## config.mk

```make
export PLATFORM = sky130hd
export DESIGN_NAME = i2c_status_slave
export DESIGN_NICKNAME = d
export VERILOG_FILES = /design/src/rtl/i2cs_pkg.sv /design/src/rtl/i2cs_line_filter.sv /design/src/rtl/i2cs_bus_events.sv /design/src/rtl/i2cs_stage.sv /design/src/rtl/i2c_status_slave.sv
export SDC_FILE = /design/constraint.sdc
export NUM_CORES = 1
export LEC_CHECK = 0
export CORE_MARGIN = 2
export CORE_UTILIZATION = 67
export DETAILED_ROUTE_END_ITERATION = 6
export DONT_BUFFER_PORTS = 1
export GPL_TIMING_DRIVEN = 0
export PLACE_DENSITY_LB_ADDON = 0.15
export REMOVE_ABC_BUFFERS = 1
export SYNTH_ARGS = -nofsm -noshare
export SYNTH_HDL_FRONTEND = slang
export SYNTH_HIERARCHICAL = 1
export SYNTH_SLANG_ARGS = --single-unit
```

## constraint.sdc

```tcl
create_clock -name clk -period 5 [get_ports clk]
set_clock_uncertainty 0.05 [all_clocks]
set_input_delay 0.5 -clock clk [delete_from_list [all_inputs] [get_ports clk]]
set_output_delay 0.5 -clock clk [all_outputs]
set_load 0.02 [all_outputs]
```

## src/rtl/i2cs_pkg.sv

```systemverilog
package i2cs_pkg;

    typedef enum logic [3:0] {
        ST_IDLE,
        ST_ADDR,
        ST_ADDR_ACK,
        ST_WR_BYTE,
        ST_WR_ACK,
        ST_RD_BYTE,
        ST_RD_ACK,
        ST_RD_NEXT,
        ST_IGNORE
    } slv_state_e;

    typedef enum logic [1:0] {
        WP_CMD,
        WP_ARG,
        WP_DONE
    } wr_phase_e;

    typedef struct packed {
        logic rdy;
        logic dav;
        logic rd2;
    } status_t;

    localparam logic [7:0] RELEASED_BYTE = 8'hFF;

    // Status layout: ready in bit 7, data-available in bit 6, two-bytes in bit 5.
    function automatic logic [7:0] status_byte(status_t s);
        return {s.rdy, s.dav, s.rd2, 5'b00000};
    endfunction

    // Command-length rule: a set top bit means one argument byte follows.
    function automatic logic cmd_takes_arg(logic [7:0] code);
        return code[7];
    endfunction

endpackage

```

## src/rtl/i2cs_line_filter.sv

```systemverilog
module i2cs_line_filter #(
    parameter int SYNC_STAGES = 2,
    parameter int FILT_LEN    = 3
) (
    input  logic clk,
    input  logic rst,
    input  logic raw_i,
    output logic filt_o
);
    logic [SYNC_STAGES-1:0] sync_q;
    logic [FILT_LEN-1:0]    win_q;

    always_ff @(posedge clk) begin
        if (rst) begin
            sync_q <= '1;
            win_q  <= '1;
            filt_o <= 1'b1;
        end else begin
            sync_q <= {sync_q[SYNC_STAGES-2:0], raw_i};
            win_q  <= {win_q[FILT_LEN-2:0], sync_q[SYNC_STAGES-1]};
            if (&win_q)
                filt_o <= 1'b1;
            else if (~|win_q)
                filt_o <= 1'b0;
        end
    end
endmodule

```

## src/rtl/i2cs_bus_events.sv

```systemverilog
module i2cs_bus_events (
    input  logic clk,
    input  logic rst,
    input  logic scl_f,
    input  logic sda_f,
    output logic ev_start,
    output logic ev_stop,
    output logic ev_rise,
    output logic ev_fall
);
    logic scl_p, sda_p;

    always_ff @(posedge clk) begin
        if (rst) begin
            scl_p <= 1'b1;
            sda_p <= 1'b1;
        end else begin
            scl_p <= scl_f;
            sda_p <= sda_f;
        end
    end

    assign ev_start = scl_f & scl_p & sda_p & ~sda_f;
    assign ev_stop  = scl_f & scl_p & ~sda_p & sda_f;
    assign ev_rise  = scl_f & ~scl_p;
    assign ev_fall  = ~scl_f & scl_p;
endmodule

```

## src/rtl/i2cs_stage.sv

```systemverilog
module i2cs_stage #(
    parameter int DW = 8
) (
    input  logic          clk,
    input  logic          rst,
    input  logic          load_valid,
    input  logic          load_two,
    input  logic [DW-1:0] load_data0,
    input  logic [DW-1:0] load_data1,
    input  logic          clear,
    output logic          dav,
    output logic          rd2,
    output logic [DW-1:0] data0,
    output logic [DW-1:0] data1
);
    always_ff @(posedge clk) begin
        if (rst) begin
            dav   <= 1'b0;
            rd2   <= 1'b0;
            data0 <= '0;
            data1 <= '0;
        end else if (load_valid) begin
            dav   <= 1'b1;
            rd2   <= load_two;
            data0 <= load_data0;
            data1 <= load_two ? load_data1 : data1;
        end else if (clear) begin
            dav <= 1'b0;
            rd2 <= 1'b0;
        end
    end
endmodule

```

## src/rtl/i2c_status_slave.sv

```systemverilog
module i2c_status_slave
    import i2cs_pkg::*;
#(
    parameter logic [6:0] DEV_ADDR    = 7'h14,
    parameter int         SYNC_STAGES = 2,
    parameter int         FILT_LEN    = 3
) (
    input  logic       clk,
    input  logic       rst,
    input  logic       scl_i,
    input  logic       sda_i,
    output logic       sda_oe,
    input  logic       core_ready,
    output logic       cmd_valid,
    output logic [7:0] cmd_code,
    output logic [7:0] cmd_arg,
    output logic       cmd_has_arg,
    input  logic       load_valid,
    input  logic       load_two,
    input  logic [7:0] load_data0,
    input  logic [7:0] load_data1
);
    localparam int LINES = 2;
    localparam int BITS  = 8;

    logic [LINES-1:0] raw_lines, filt_lines;
    logic scl_f, sda_f;
    logic ev_start, ev_stop, ev_rise, ev_fall;

    assign raw_lines = {sda_i, scl_i};

    for (genvar g = 0; g < LINES; g++) begin : g_line
        i2cs_line_filter #(
            .SYNC_STAGES(SYNC_STAGES),
            .FILT_LEN   (FILT_LEN)
        ) u_filt (
            .clk   (clk),
            .rst   (rst),
            .raw_i (raw_lines[g]),
            .filt_o(filt_lines[g])
        );
    end

    assign scl_f = filt_lines[0];
    assign sda_f = filt_lines[1];

    i2cs_bus_events u_ev (
        .clk     (clk),
        .rst     (rst),
        .scl_f   (scl_f),
        .sda_f   (sda_f),
        .ev_start(ev_start),
        .ev_stop (ev_stop),
        .ev_rise (ev_rise),
        .ev_fall (ev_fall)
    );

    logic       dav, rd2, dav_clr;
    logic [7:0] data0, data1;

    i2cs_stage #(.DW(8)) u_stage (
        .clk       (clk),
        .rst       (rst),
        .load_valid(load_valid),
        .load_two  (load_two),
        .load_data0(load_data0),
        .load_data1(load_data1),
        .clear     (dav_clr),
        .dav       (dav),
        .rd2       (rd2),
        .data0     (data0),
        .data1     (data1)
    );

    status_t    stat;
    slv_state_e state;
    wr_phase_e  phase;
    logic [3:0] cnt;
    logic [7:0] sh, tx;
    logic       rw;
    logic [1:0] rd_idx, rd_avail, nxt_idx;
    logic [7:0] nxt_byte;

    assign stat = '{rdy: core_ready, dav: dav, rd2: rd2};
    assign nxt_idx = (rd_idx == 2'd3) ? 2'd3 : rd_idx + 2'd1;

    always_comb begin
        nxt_byte = RELEASED_BYTE;
        if (nxt_idx <= rd_avail)
            nxt_byte = (nxt_idx == 2'd1) ? data0 : data1;
    end

    always_ff @(posedge clk) begin
        if (rst) begin
            state       <= ST_IDLE;
            phase       <= WP_CMD;
            cnt         <= '0;
            sh          <= '0;
            tx          <= '0;
            rw          <= 1'b0;
            rd_idx      <= '0;
            rd_avail    <= '0;
            sda_oe      <= 1'b0;
            cmd_valid   <= 1'b0;
            cmd_code    <= '0;
            cmd_arg     <= '0;
            cmd_has_arg <= 1'b0;
            dav_clr     <= 1'b0;
        end else begin
            cmd_valid <= 1'b0;
            dav_clr   <= 1'b0;
            if (ev_start) begin
                state  <= ST_ADDR;
                cnt    <= '0;
                sda_oe <= 1'b0;
            end else if (ev_stop) begin
                state  <= ST_IDLE;
                sda_oe <= 1'b0;
            end else begin
                case (state)
                    ST_ADDR: begin
                        if (ev_rise && cnt < BITS) begin
                            sh  <= {sh[6:0], sda_f};
                            cnt <= cnt + 4'd1;
                        end
                        if (ev_fall && cnt == BITS) begin
                            if (sh[7:1] == DEV_ADDR) begin
                                rw     <= sh[0];
                                sda_oe <= 1'b1;
                                state  <= ST_ADDR_ACK;
                            end else begin
                                state <= ST_IGNORE;
                            end
                        end
                    end
                    ST_ADDR_ACK: begin
                        if (ev_fall) begin
                            cnt <= '0;
                            if (rw) begin
                                rd_idx   <= 2'd0;
                                rd_avail <= dav ? (rd2 ? 2'd2 : 2'd1) : 2'd0;
                                tx       <= status_byte(stat);
                                sda_oe   <= ~stat.rdy;
                                state    <= ST_RD_BYTE;
                            end else begin
                                sda_oe <= 1'b0;
                                phase  <= WP_CMD;
                                state  <= ST_WR_BYTE;
                            end
                        end
                    end
                    ST_WR_BYTE: begin
                        if (ev_rise && cnt < BITS) begin
                            sh  <= {sh[6:0], sda_f};
                            cnt <= cnt + 4'd1;
                        end
                        if (ev_fall && cnt == BITS) begin
                            state <= ST_WR_ACK;
                            case (phase)
                                WP_CMD: begin
                                    sda_oe   <= 1'b1;
                                    cmd_code <= sh;
                                    if (cmd_takes_arg(sh)) begin
                                        phase <= WP_ARG;
                                    end else begin
                                        cmd_valid   <= 1'b1;
                                        cmd_has_arg <= 1'b0;
                                        phase       <= WP_DONE;
                                    end
                                end
                                WP_ARG: begin
                                    sda_oe      <= 1'b1;
                                    cmd_arg     <= sh;
                                    cmd_valid   <= 1'b1;
                                    cmd_has_arg <= 1'b1;
                                    phase       <= WP_DONE;
                                end
                                default: sda_oe <= 1'b0;
                            endcase
                        end
                    end
                    ST_WR_ACK: begin
                        if (ev_fall) begin
                            sda_oe <= 1'b0;
                            cnt    <= '0;
                            state  <= ST_WR_BYTE;
                        end
                    end
                    ST_RD_BYTE: begin
                        if (ev_rise && cnt < BITS) begin
                            cnt <= cnt + 4'd1;
                            if (cnt == 4'd7 && rd_idx != 2'd0 && rd_idx == rd_avail)
                                dav_clr <= 1'b1;
                        end
                        if (ev_fall) begin
                            if (cnt == BITS) begin
                                sda_oe <= 1'b0;
                                state  <= ST_RD_ACK;
                            end else begin
                                sda_oe <= ~tx[3'd7 - cnt[2:0]];
                            end
                        end
                    end
                    ST_RD_ACK: begin
                        if (ev_rise)
                            state <= sda_f ? ST_IGNORE : ST_RD_NEXT;
                    end
                    ST_RD_NEXT: begin
                        if (ev_fall) begin
                            rd_idx <= nxt_idx;
                            tx     <= nxt_byte;
                            sda_oe <= ~nxt_byte[7];
                            cnt    <= '0;
                            state  <= ST_RD_BYTE;
                        end
                    end
                    default: sda_oe <= 1'b0;
                endcase
            end
        end
    end
endmodule

```

# After elaboration in Yosys (flattened, before gate mapping)
# Cells that the tools add are included.
# Widths: inputs -> output; s select.
[op_classes]
addsub = 3
n_mul = 0
div_mod_pow = 0
magnitude_cmp = 3
n_eq_ne = 37
shift = 0
muxes = 57
bitwise_logic = 21
n_reduce_logical = 40
[op_table]
columns = ["op", "count"]
rows = [
  ["$mux 4", 12],
  ["$mux 8", 5],
  ["$ne 4x4->1 const B", 8],
  ["$pmux 4 s7", 1],
  ["$ne 2x2->1 const B", 12],
  ["$eq 4x3->1 const B", 5],
  ["$mux 2", 10],
  ["$reduce_and 5->1", 4],
  ["$mux 1", 19],
  ["$reduce_and 9->1", 2],
  ["$pmux 8 s2", 1],
  ["$reduce_or 3->1", 5],
  ["$not 1->1", 14],
  ["$pmux 2 s2", 3],
  ["$reduce_and 6->1", 2],
  ["$reduce_bool 2->1", 6],
  ["$reduce_or 2->1", 5],
  ["$reduce_or 5->1", 2],
  ["$reduce_bool 9->1", 1],
  ["$eq 4x2->1 const B", 2],
  ["$pmux 4 s2", 1],
  ["$reduce_and 4->1", 2],
  ["$reduce_and 8->1", 1],
  ["$and 1x1->1", 7],
  ["other kinds (24)", 31],
]
[totals]
reg_bits = 83
latch_bits = 0
mem_bits_rw = 0
mem_bits_ro = 0
inputBits = 23
out_inout_bits = 19
elab_cells = 188
mem_count = 0

# Logic depth before layout (Yosys ltp)
# Gate-level depths: netlist of run 1.
[depth]
ltp_word = 8
ltp_mapped = 8
mapped_depth_nobuf = 8

# Cells and area by module
# The synthesis of run 1 kept the hierarchy.
[by_module_without_submodules]
columns = ["module", "n_inst", "cells_per_inst", "area_each_um2", "seq_area_each_um2"]
rows = [
  ["i2c_status_slave", 1, 301, 2613.8, 1021.0],
  ["i2cs_stage", 1, 71, 719.4, 360.3],
  ["i2cs_line_filter", 2, 15, 170.2, 120.1],
  ["i2cs_bus_events", 1, 8, 85.1, 40.0],
]

# Worst setup path after synthesis of run 1
# Ideal clock, no wire load.
[synth_path]
path_kind = "flip-flop to flip-flop"
from = "register rd_idx[1]"
to = "register sda_oe"
setup_ns = 0.119
arrival_ns = 1.763
t_required_ns = 4.831
setup_slack_ns = 3.068
stages_incl_launch_ff = 9
n_path_buf = 0
synth_period_minus_slack_ns = 1.932
cell_sequence = "dfxtp_1 nor2_8 inv_4 ha_1 nor2b_1 o21ai_1 a2111oi_1 nand3_1 nor3b_1"
[synth_via]
elab_chain_cells = 8
elab_cells_between_ends = 10
cone_classes = "add/sub (1); order compare (1); eq/ne (2); mux (5); bitwise (1)"
[synth_lines]
columns = ["item", "line", "source"]
rows = [
  ["start: declaration", "i2c_status_slave.sv:81", "logic [1:0] rd_idx, rd_avail, nxt_idx;"],
  ["start signal: assignment", "i2c_status_slave.sv:210", "rd_idx <= nxt_idx;"],
  ["$add 2x1->2 or $eq 2x2->1 (tied branches)", "i2c_status_slave.sv:85", "assign nxt_idx = (rd_idx == 2'd3) ? 2'd3 : rd_idx + 2'd1;"],
  ["$mux 2 (*)", "i2c_status_slave.sv:85", ""],
  ["$eq 2x1->1", "i2c_status_slave.sv:90", "nxt_byte = (nxt_idx == 2'd1) ? data0 : data1;"],
  ["$mux 8", "i2c_status_slave.sv:90", ""],
  ["$mux 8 (*)", "i2c_status_slave.sv:89", "if (nxt_idx <= rd_avail)"],
  ["$not 1->1 (*)", "i2c_status_slave.sv:212", "sda_oe <= ~nxt_byte[7];"],
  ["$mux 1 (*)", "i2c_status_slave.sv:209", "if (ev_fall) begin"],
  ["$pmux 1 s7 (*)", "i2c_status_slave.sv:120", "case (state)"],
  ["end signal: assignment", "i2c_status_slave.sv:143", "sda_oe <= ~stat.rdy;"],
  ["end signal: assignment", "i2c_status_slave.sv:200", "sda_oe <= ~tx[3'd7 - cnt[2:0]];"],
  ["end signal: assignment", "i2c_status_slave.sv:212", ""],
  ["end: declaration", "i2c_status_slave.sv:12", "output logic sda_oe,"],
]
# Every way passes the cells marked *; elsewhere a longest branch is shown, timed or not. The select of a mux whose other input is x is not followed.
# A chain may end at the register's enable or synchronous reset.

# Worst setup path in the final report of run 1
[layout_path]
from = "register g_line[1].u_filt.filt_o"
to = "register rd_avail[0]"
[layout_via]
elab_chain_cells = 4
elab_cells_between_ends = 6
cone_classes = "bitwise (5); reduce/logical (1)"
[layout_lines]
columns = ["item", "line", "source"]
rows = [
  ["start: declaration", "i2cs_line_filter.sv:8", "output logic filt_o"],
  ["start signal: assignment", "i2cs_line_filter.sv:17", "filt_o <= 1'b1;"],
  ["start signal: assignment", "i2cs_line_filter.sv:22", "filt_o <= 1'b1;"],
  ["start signal: assignment", "i2cs_line_filter.sv:24", "filt_o <= 1'b0;"],
  ["$not 1->1", "i2cs_bus_events.sv:23", "assign ev_start = scl_f & scl_p & sda_p & ~sda_f;"],
  ["$and 1x1->1", "i2cs_bus_events.sv:23", ""],
  ["via ev_start", "i2c_status_slave.sv:28", "logic ev_start, ev_stop, ev_rise, ev_fall;"],
  ["$not 1->1 (no source line)", "-", ""],
  ["$reduce_and 5->1 (no source line)", "-", ""],
  ["end signal: assignment", "i2c_status_slave.sv:141", "rd_avail <= dav ? (rd2 ? 2'd2 : 2'd1) : 2'd0;"],
  ["end: declaration", "i2c_status_slave.sv:81", ""],
]
# The timed path passes the listed nets, and every way through them passes these cells.

==> flow_metrics.py, run 1 <==
metrics = {
    "grt": {
        "gr-usage-all-layers_pct": 25.3,
        "grt_pass1_vias": 2716,
        "grt_max_degree": 79,
        "gr-usage-met3_pct": 4.55,
        "grt_pass1_wl_um": 12600,
        "met1_usage_pct": 36.3,
        "use_met2_pct": 38.3,
        "busiest_layer": "met2",
        "antenna_found_initial": 0,
        "grt_overflow": 0,
    },
    "worst_setup_path": {
        "crit_arrival_ns": 2.71,
        "end_kind": "register",
        "required_ns": 5.20,
        "crit_family": "simple AND/OR/NAND/NOR gates",
        "critPathMaxStageDelay_ns": 0.60,
        "crit_type": "reg2reg",
        "crit_buf_inv": 0,
        "cp.depth": 6,
        "timing.rr.start": "g_line[1].u_filt/filt_o$_SDFFE_PP1N_",
        "cp_max_fo": 15,
        "crit_top_cell": "nor2_1",
        "cp_slowest_cell": "o2111ai_1",
        "worstSetupStartpoint": "g_line[1].u_filt/filt_o$_SDFFE_PP1N_",
        "start_kind": "register",
        "reg2reg_depth": 6,
        "crit_chain": "and4b_1 -> nor2_1 -> o2111ai_1 -> nand2b_1 -> a21oi_1 -> nor2_1",
    },
    "power": {
        "leakage_nw": 1.56,
        "ir_drop_mv": 0.255,
        "power_mw": 1.18,
        "p_per_area_nw_per_um2": 302,
    },
    "clock_network": {
        "cts_setup_buffers": 0,
        "clkTransAtPathRegs_ns": 0.09,
        "numCtsBuffers": 9,
        "cts_resized": 0,
        "cts_max_path_buffers": 2,
        "hold_buffers": 0,
        "htreeDepth": 3,
        "clockRootBuffer": "clkbuf_8",
        "cts_sinks": 83,
        "insertion_delay_ns": 0.35,
        "cts_tree": "done",
    },
    "routing": {
        "viasPerCell": 6.06,
        "vias": 2886,
        "wl_um": 7470,
        "wl_per_cell_um": 15.7,
        "antenna_left": 0,
        "drtIter0Drc": 175,
        "drc": 0,
        "first_pass_iters": 4,
    },
    "cells_and_area": {
        "n_antenna_cell": 0,
        "fillCellCount": 451,
        "design_area_um2": 3910,
        "fin_cells": 476,
        "seqCellArea_um2": 1660,
        "multi_input_area_um2": 1920,
        "area_growth_pct": 4.09,
        "post-route-util_pct": 71.5,
        "drive_gt1_share_pct": 8.42,
        "fin_nets": 425,
    },
    "yosys": {
        "synth_cell_types": 65,
        "synth-seq-area-share_pct": 44.2,
        "synth_top_flop_cell": "dfxtp_1",
        "async_reset_ff_share_pct": 0,
        "ys_ff_latch": 83,
        "synth.area.top_cells": "dfxtp_1 44%, mux2i_1 10%, nor2_1 6.0%, a21oi_1 4.3%, nand3_1 2.1%",
        "ys_warn_count": 6,
        "synth_most_common_cell": "dfxtp_1",
        "synthTopCellsByCount": "83 x dfxtp_1, 60 x nor2_1, 38 x mux2i_1, 32 x a21oi_1, 21 x nand2_1",
        "synth_edf_count": 0,
        "synth_top_area_share_pct": 44.2,
        "netlist_area_um2": 3760,
        "yosysTopAreaCell": "dfxtp_1",
        "syn_inst": 410,
        "synth_area_per_cell_um2": 9.17,
    },
    "timing": {
        "max_freq_mhz": 398,
        "fin_crit_ns": 2.51,
        "finalHoldViolCount": 0,
        "rsz0062_at_grt": "no",
        "tns_ns": 0,
        "worstMarginPinSlew_ns": 1.13,
        "maxSlewViolCount": 0,
        "slew_headroom_pct": 24.7,
        "holdWs_ns": 0.159,
        "worst_slack_ns": 2.49,
        "setup_viol": 0,
        "finalCritPeriodShare_pct": 50.3,
    },
    "placed_design": {
        "io_buffers": 0,
        "hpwlAfterDp_um": 4970,
        "gp_congestion": 0.933,
        "placed_cell_area_um2": 3710,
        "place_ws_ns": 2.52,
        "dpl.cell_count": 460,
    },
    "hold_path": {
        "min_path_type": "in2reg",
        "min-delay-start": "rst",
        "holdPathStages": 1,
    },
    "die": {
        "core_um2": 5470,
        "die-area_um2": 6230,
        "std_cell_rows": 27,
        "ios": 42,
        "die_w_um": 78.9,
        "start_util_pct": 68.7,
        "die-height_um": 78.9,
    },
    "run_status": {
        "outcome": "finished clean",
    },
    "job": {
        "cap_violations": 0,
    },
}
==> final timing paths <==
kind / endpoint / slack (ns)
setup / recovery: rd_avail[0]$_SDFFE_PP0P_ / 2.49
hold / removal: cmd_code[2]$_SDFFE_PP0P_ / 0.16
setup reg to reg: rd_avail[0]$_SDFFE_PP0P_ / 2.49
hold reg to reg: g_line[0].u_filt/sync_q[1]$_SDFF_PP1_ / 0.36
==> cell families (layout without fill, tap and decap cells) <==
kind of cell | after synthesis | count (layout) | synth area share (%)
adders and majority gates | 3 | 3 | 0.999
AOI/OAI and AO/OA | 92 | 92 | 16.4
and+or+nand+nor | 156 | 156 | 21.6
muxes | 40 | 40 | 11.3
xor gates and xnor gates | 3 | 3 | 0.699
buffers and inverters | 33 | 27 | 4.83
DFF | 83 | 83 | 44.2
==> power breakdown <==
group          switching, mW  internal, mW
Combinational        0.00769        0.0123
Sequential           0.00519         0.670
Clock                  0.250         0.235
Total                  0.263         0.918
==> layout make-up <==
cell class | instances | share of cell area [%]
Multi-Input combinational cell | 294 | 49.0
Clock buffer | 9 | 3.17
Inverter | 11 | 1.12
Sequential cell | 83 | 42.5
Tap cell | 72 | 2.30
Clock inverter | 7 | 1.98
==> flip-flops by register name, indices dropped and copies added (netlist names), 2 cells and up <==
| signal | cells |
|---|---|
| cmd_arg | 8 |
| cmd_code | 8 |
| cnt | 4 |
| g_line.u_filt/filt_o | 2 |
| g_line.u_filt/sync_q | 4 |
| g_line.u_filt/win_q | 6 |
| phase | 2 |
| rd_avail | 2 |
| rd_idx | 2 |
| sh | 8 |
| state | 4 |
| tx | 8 |
| u_stage/data0 | 8 |
| u_stage/data1 | 8 |
==> cells in the final DEF (no fill, tap or decap), drive strengths merged, types with 3 or more instances in the layout <==
cell type	Yosys	layout
a21oi	33	33
and3	4	4
clkbuf	7	9
and2	3	3
nand2b	3	3
nor2	61	61
a21bo	8	8
and4b	4	4
dfxtp	83	83
a2111oi	3	3
a211oi	7	7
nor2b	10	10
mux2i	38	38
nand2	21	21
nand3	16	16
nor3b	5	5
nor4	3	3
or2	11	11
clkinv	1	6
ha	3	3
nor3	4	4
inv	10	11
a31oi	7	7
o21ai	16	16
==> metal layers <==
metal	vias to the layer above	part of all wire, %
met5	-	0
met4	0	1.5
met3	11	4.5
met2	59	46
met1	1377	48
li1	1439	-
(Power assumes the default switching activity.)
==> run 2: changes to the inputs <==
--- a/config.mk
+++ b/config.mk
@@ -6,7 +6,7 @@
 export NUM_CORES = 1
 export LEC_CHECK = 0
 export CORE_MARGIN = 2
-export CORE_UTILIZATION = 67
+export CORE_UTILIZATION = 63
 export DETAILED_ROUTE_END_ITERATION = 6
 export DONT_BUFFER_PORTS = 1
 export GPL_TIMING_DRIVEN = 0
==> constraint.sdc (replaced) <==
create_clock -name clk -period 2.4 [get_ports clk]
set_clock_uncertainty 0.05 [all_clocks]
set_input_delay 0.24 -clock clk [delete_from_list [all_inputs] [get_ports clk]]
set_output_delay 0.24 -clock clk [all_outputs]
set_load 0.02 [all_outputs]
==> flow_metrics.py, run 2 (synthesized netlist as in run 1, its figures left out) <==
metrics = {
    "power": {
        "leakage_nw": 1.67,
        "p_comb_share_pct": 3.9,
        "p_per_area_nw_per_um2": 628,
        "ir_drop_mv": 0.591,
        "p_seq_share_pct": 52.9,
        "p_sw_mw": 0.609,
        "p_sw_share_pct": 22.8,
        "power_mw": 2.66,
        "intPower_mw": 2.06,
        "pwr-share-clk_pct": 43.2,
    },
    "placed_design": {
        "io_buffers": 0,
        "placed_cell_area_um2": 3710,
        "place_ws_ns": -0.104,
        "hpwlAfterDp_um": 4890,
        "gp_congestion": 0.869,
    },
    "clock_network": {
        "cts_tree": "done",
        "cts_max_path_buffers": 2,
        "clockRootBuffer": "clkbuf_8",
        "htreeDepth": 3,
        "cts_sinks": 83,
        "insertion_delay_ns": 0.35,
        "numCtsBuffers": 9,
        "clkTransAtPathRegs_ns": 0.09,
    },
    "cells_and_area": {
        "final_common_cell": "dfxtp_1",
        "design_area_um2": 4240,
        "area_growth_pct": 12.9,
        "fin_nets": 451,
        "n_antenna_cell": 0,
        "drive_gt1_share_pct": 9.53,
        "layout_common_cells": "83 x dfxtp_1, 59 x nor2_1, 38 x mux2i_1, 32 x a21oi_1, 24 x dlygate4sd3_1",
    },
    "worst_setup_path": {
        "required_ns": 2.63,
        "cp_max_fo": 15,
        "end_kind": "register",
        "crit_arrival_ns": 2.45,
        "crit_type": "reg2reg",
        "start_kind": "register",
    },
    "routing": {
        "vias": 3007,
        "drtIter0Drc": 218,
        "viasPerCell": 5.95,
        "drc": 0,
        "wl_per_cell_um": 16.3,
        "wl_um": 8250,
        "antenna_left": 0,
        "first_pass_iters": 4,
    },
    "timing": {
        "fin_crit_ns": 2.22,
        "rsz0062_at_grt": "no",
        "slew_headroom_pct": 54.4,
        "max_freq_mhz": 450,
        "maxSlewViolCount": 0,
        "worst_slack_ns": 0.180,
        "finalHoldViolCount": 0,
        "setup_viol": 0,
        "worstMarginPinSlew_ns": 0.682,
        "finalCritPeriodShare_pct": 92.5,
    },
    "grt": {
        "grt_pass1_wl_um": 13200,
        "grt_pass1_vias": 2758,
        "grt_max_degree": 75,
        "grt_overflow": 0,
        "antenna_found_initial": 0,
        "gr-usage-all-layers_pct": 26.2,
    },
    "die": {
        "std_cell_rows": 28,
        "core_um2": 5850,
        "die-area_um2": 6600,
        "die-height_um": 81.2,
        "ios": 42,
        "start_util_pct": 64.2,
        "die_w_um": 81.2,
    },
    "run_status": {
        "outcome": "finished clean",
    },
    "hold_path": {
        "min_path_type": "in2reg",
    },
    "job": {
        "cap_violations": 0,
    },
}
run 2: cell count changes in the layout (fill, tap and decap cells not counted), moves of 2 or more:
cell,delta
clkinv_4,-2
inv_6,+2
clkinv_2,-2
dlygate4sd3_1,+24
run 2: path summary, 6_finish.rpt:
path | from | end | slack, ns | cells after the start
max | g_line[1].u_filt/filt_o$_SDFFE_PP1N_ | rd_avail[0]$_SDFFE_PP0P_ | 0.18 | 6
min | load_data0[1] | u_stage/data0[1]$_SDFFE_PP0P_ | 0.02 | 2
max reg2reg | g_line[1].u_filt/filt_o$_SDFFE_PP1N_ | rd_avail[0]$_SDFFE_PP0P_ | 0.18 | 6
min reg2reg | g_line[1].u_filt/sync_q[1]$_SDFF_PP1_ | g_line[1].u_filt/win_q[0]$_SDFF_PP1_ | 0.36 | 1
run 2: critical path: stages, from the launching register on:
cell and delay, ns:
dfxtp_1 0.49, and4b_1 0.33, nor2_2 0.24, o2111ai_2 0.41, nor4b_1 0.44, a21oi_1 0.07, nor2_1 0.11
run 2: cell type report:
cell class              count  area [um2]
clock buffers               9         124
clock inverters             7         110
fillers                   443        1610
inverters                  11        43.8
multi-input cells         294        1930
flip-flops and latches     83        1660
well taps                  75        93.8
repair buffers             26         275
run 2: per-stage QoR:
| stage | instances | utilization [%] | setup TNS (ns) | hold WS (ns) |
|---|---|---|---|---|
| 6_report | 505 | 72.5 | 0 | 0.0170 |
| 5_1_grt | 505 | 72.5 | 0 | 0.0202 |
| 4_1_cts | 505 | 72.3 | 0 | 0.0000500 |
| 3_5_place_dp | 463 | 63.5 | -0.370 | 0.267 |
| 3_3_place_gp | 463 | 63.5 | -0.0448 | 0.263 |
| 2_1_floorplan | 388 | - | 0 | 0.252 |
run 2: what timing repair did:
item | CTS | global route
hold endpoints to repair | 74 | 0
endpoints found under the setup margin | 13 | 14
gates resized for setup | 2 | 3
gates cloned | 0 | 0
buffers inserted | 1 | 0
hold buffers | 25 | 0
pin swaps | 1 | 0
run 2: per-layer routing:
layer  track usage [%]  up-vias  part of all wire [%]
li1                  -     1488                     -
met4              10.2        0                   1.8
met1              35.6     1415                    46
met2              40.2       89                    46
met3              6.44       15                   5.6
met5                 0        -                     0
run 2: power by group through the flow:
stage | clock network, mW | registers, mW | logic (mW)
global placement | 0 | 1.44 | 0.0398
CTS | 1.17 | 1.41 | 0.0984
global route | 1.22 | 1.41 | 0.111
floorplan | 0 | 1.44 | 0.0370
finish | 1.15 | 1.41 | 0.103
detailed placement | 0 | 1.44 | 0.0423
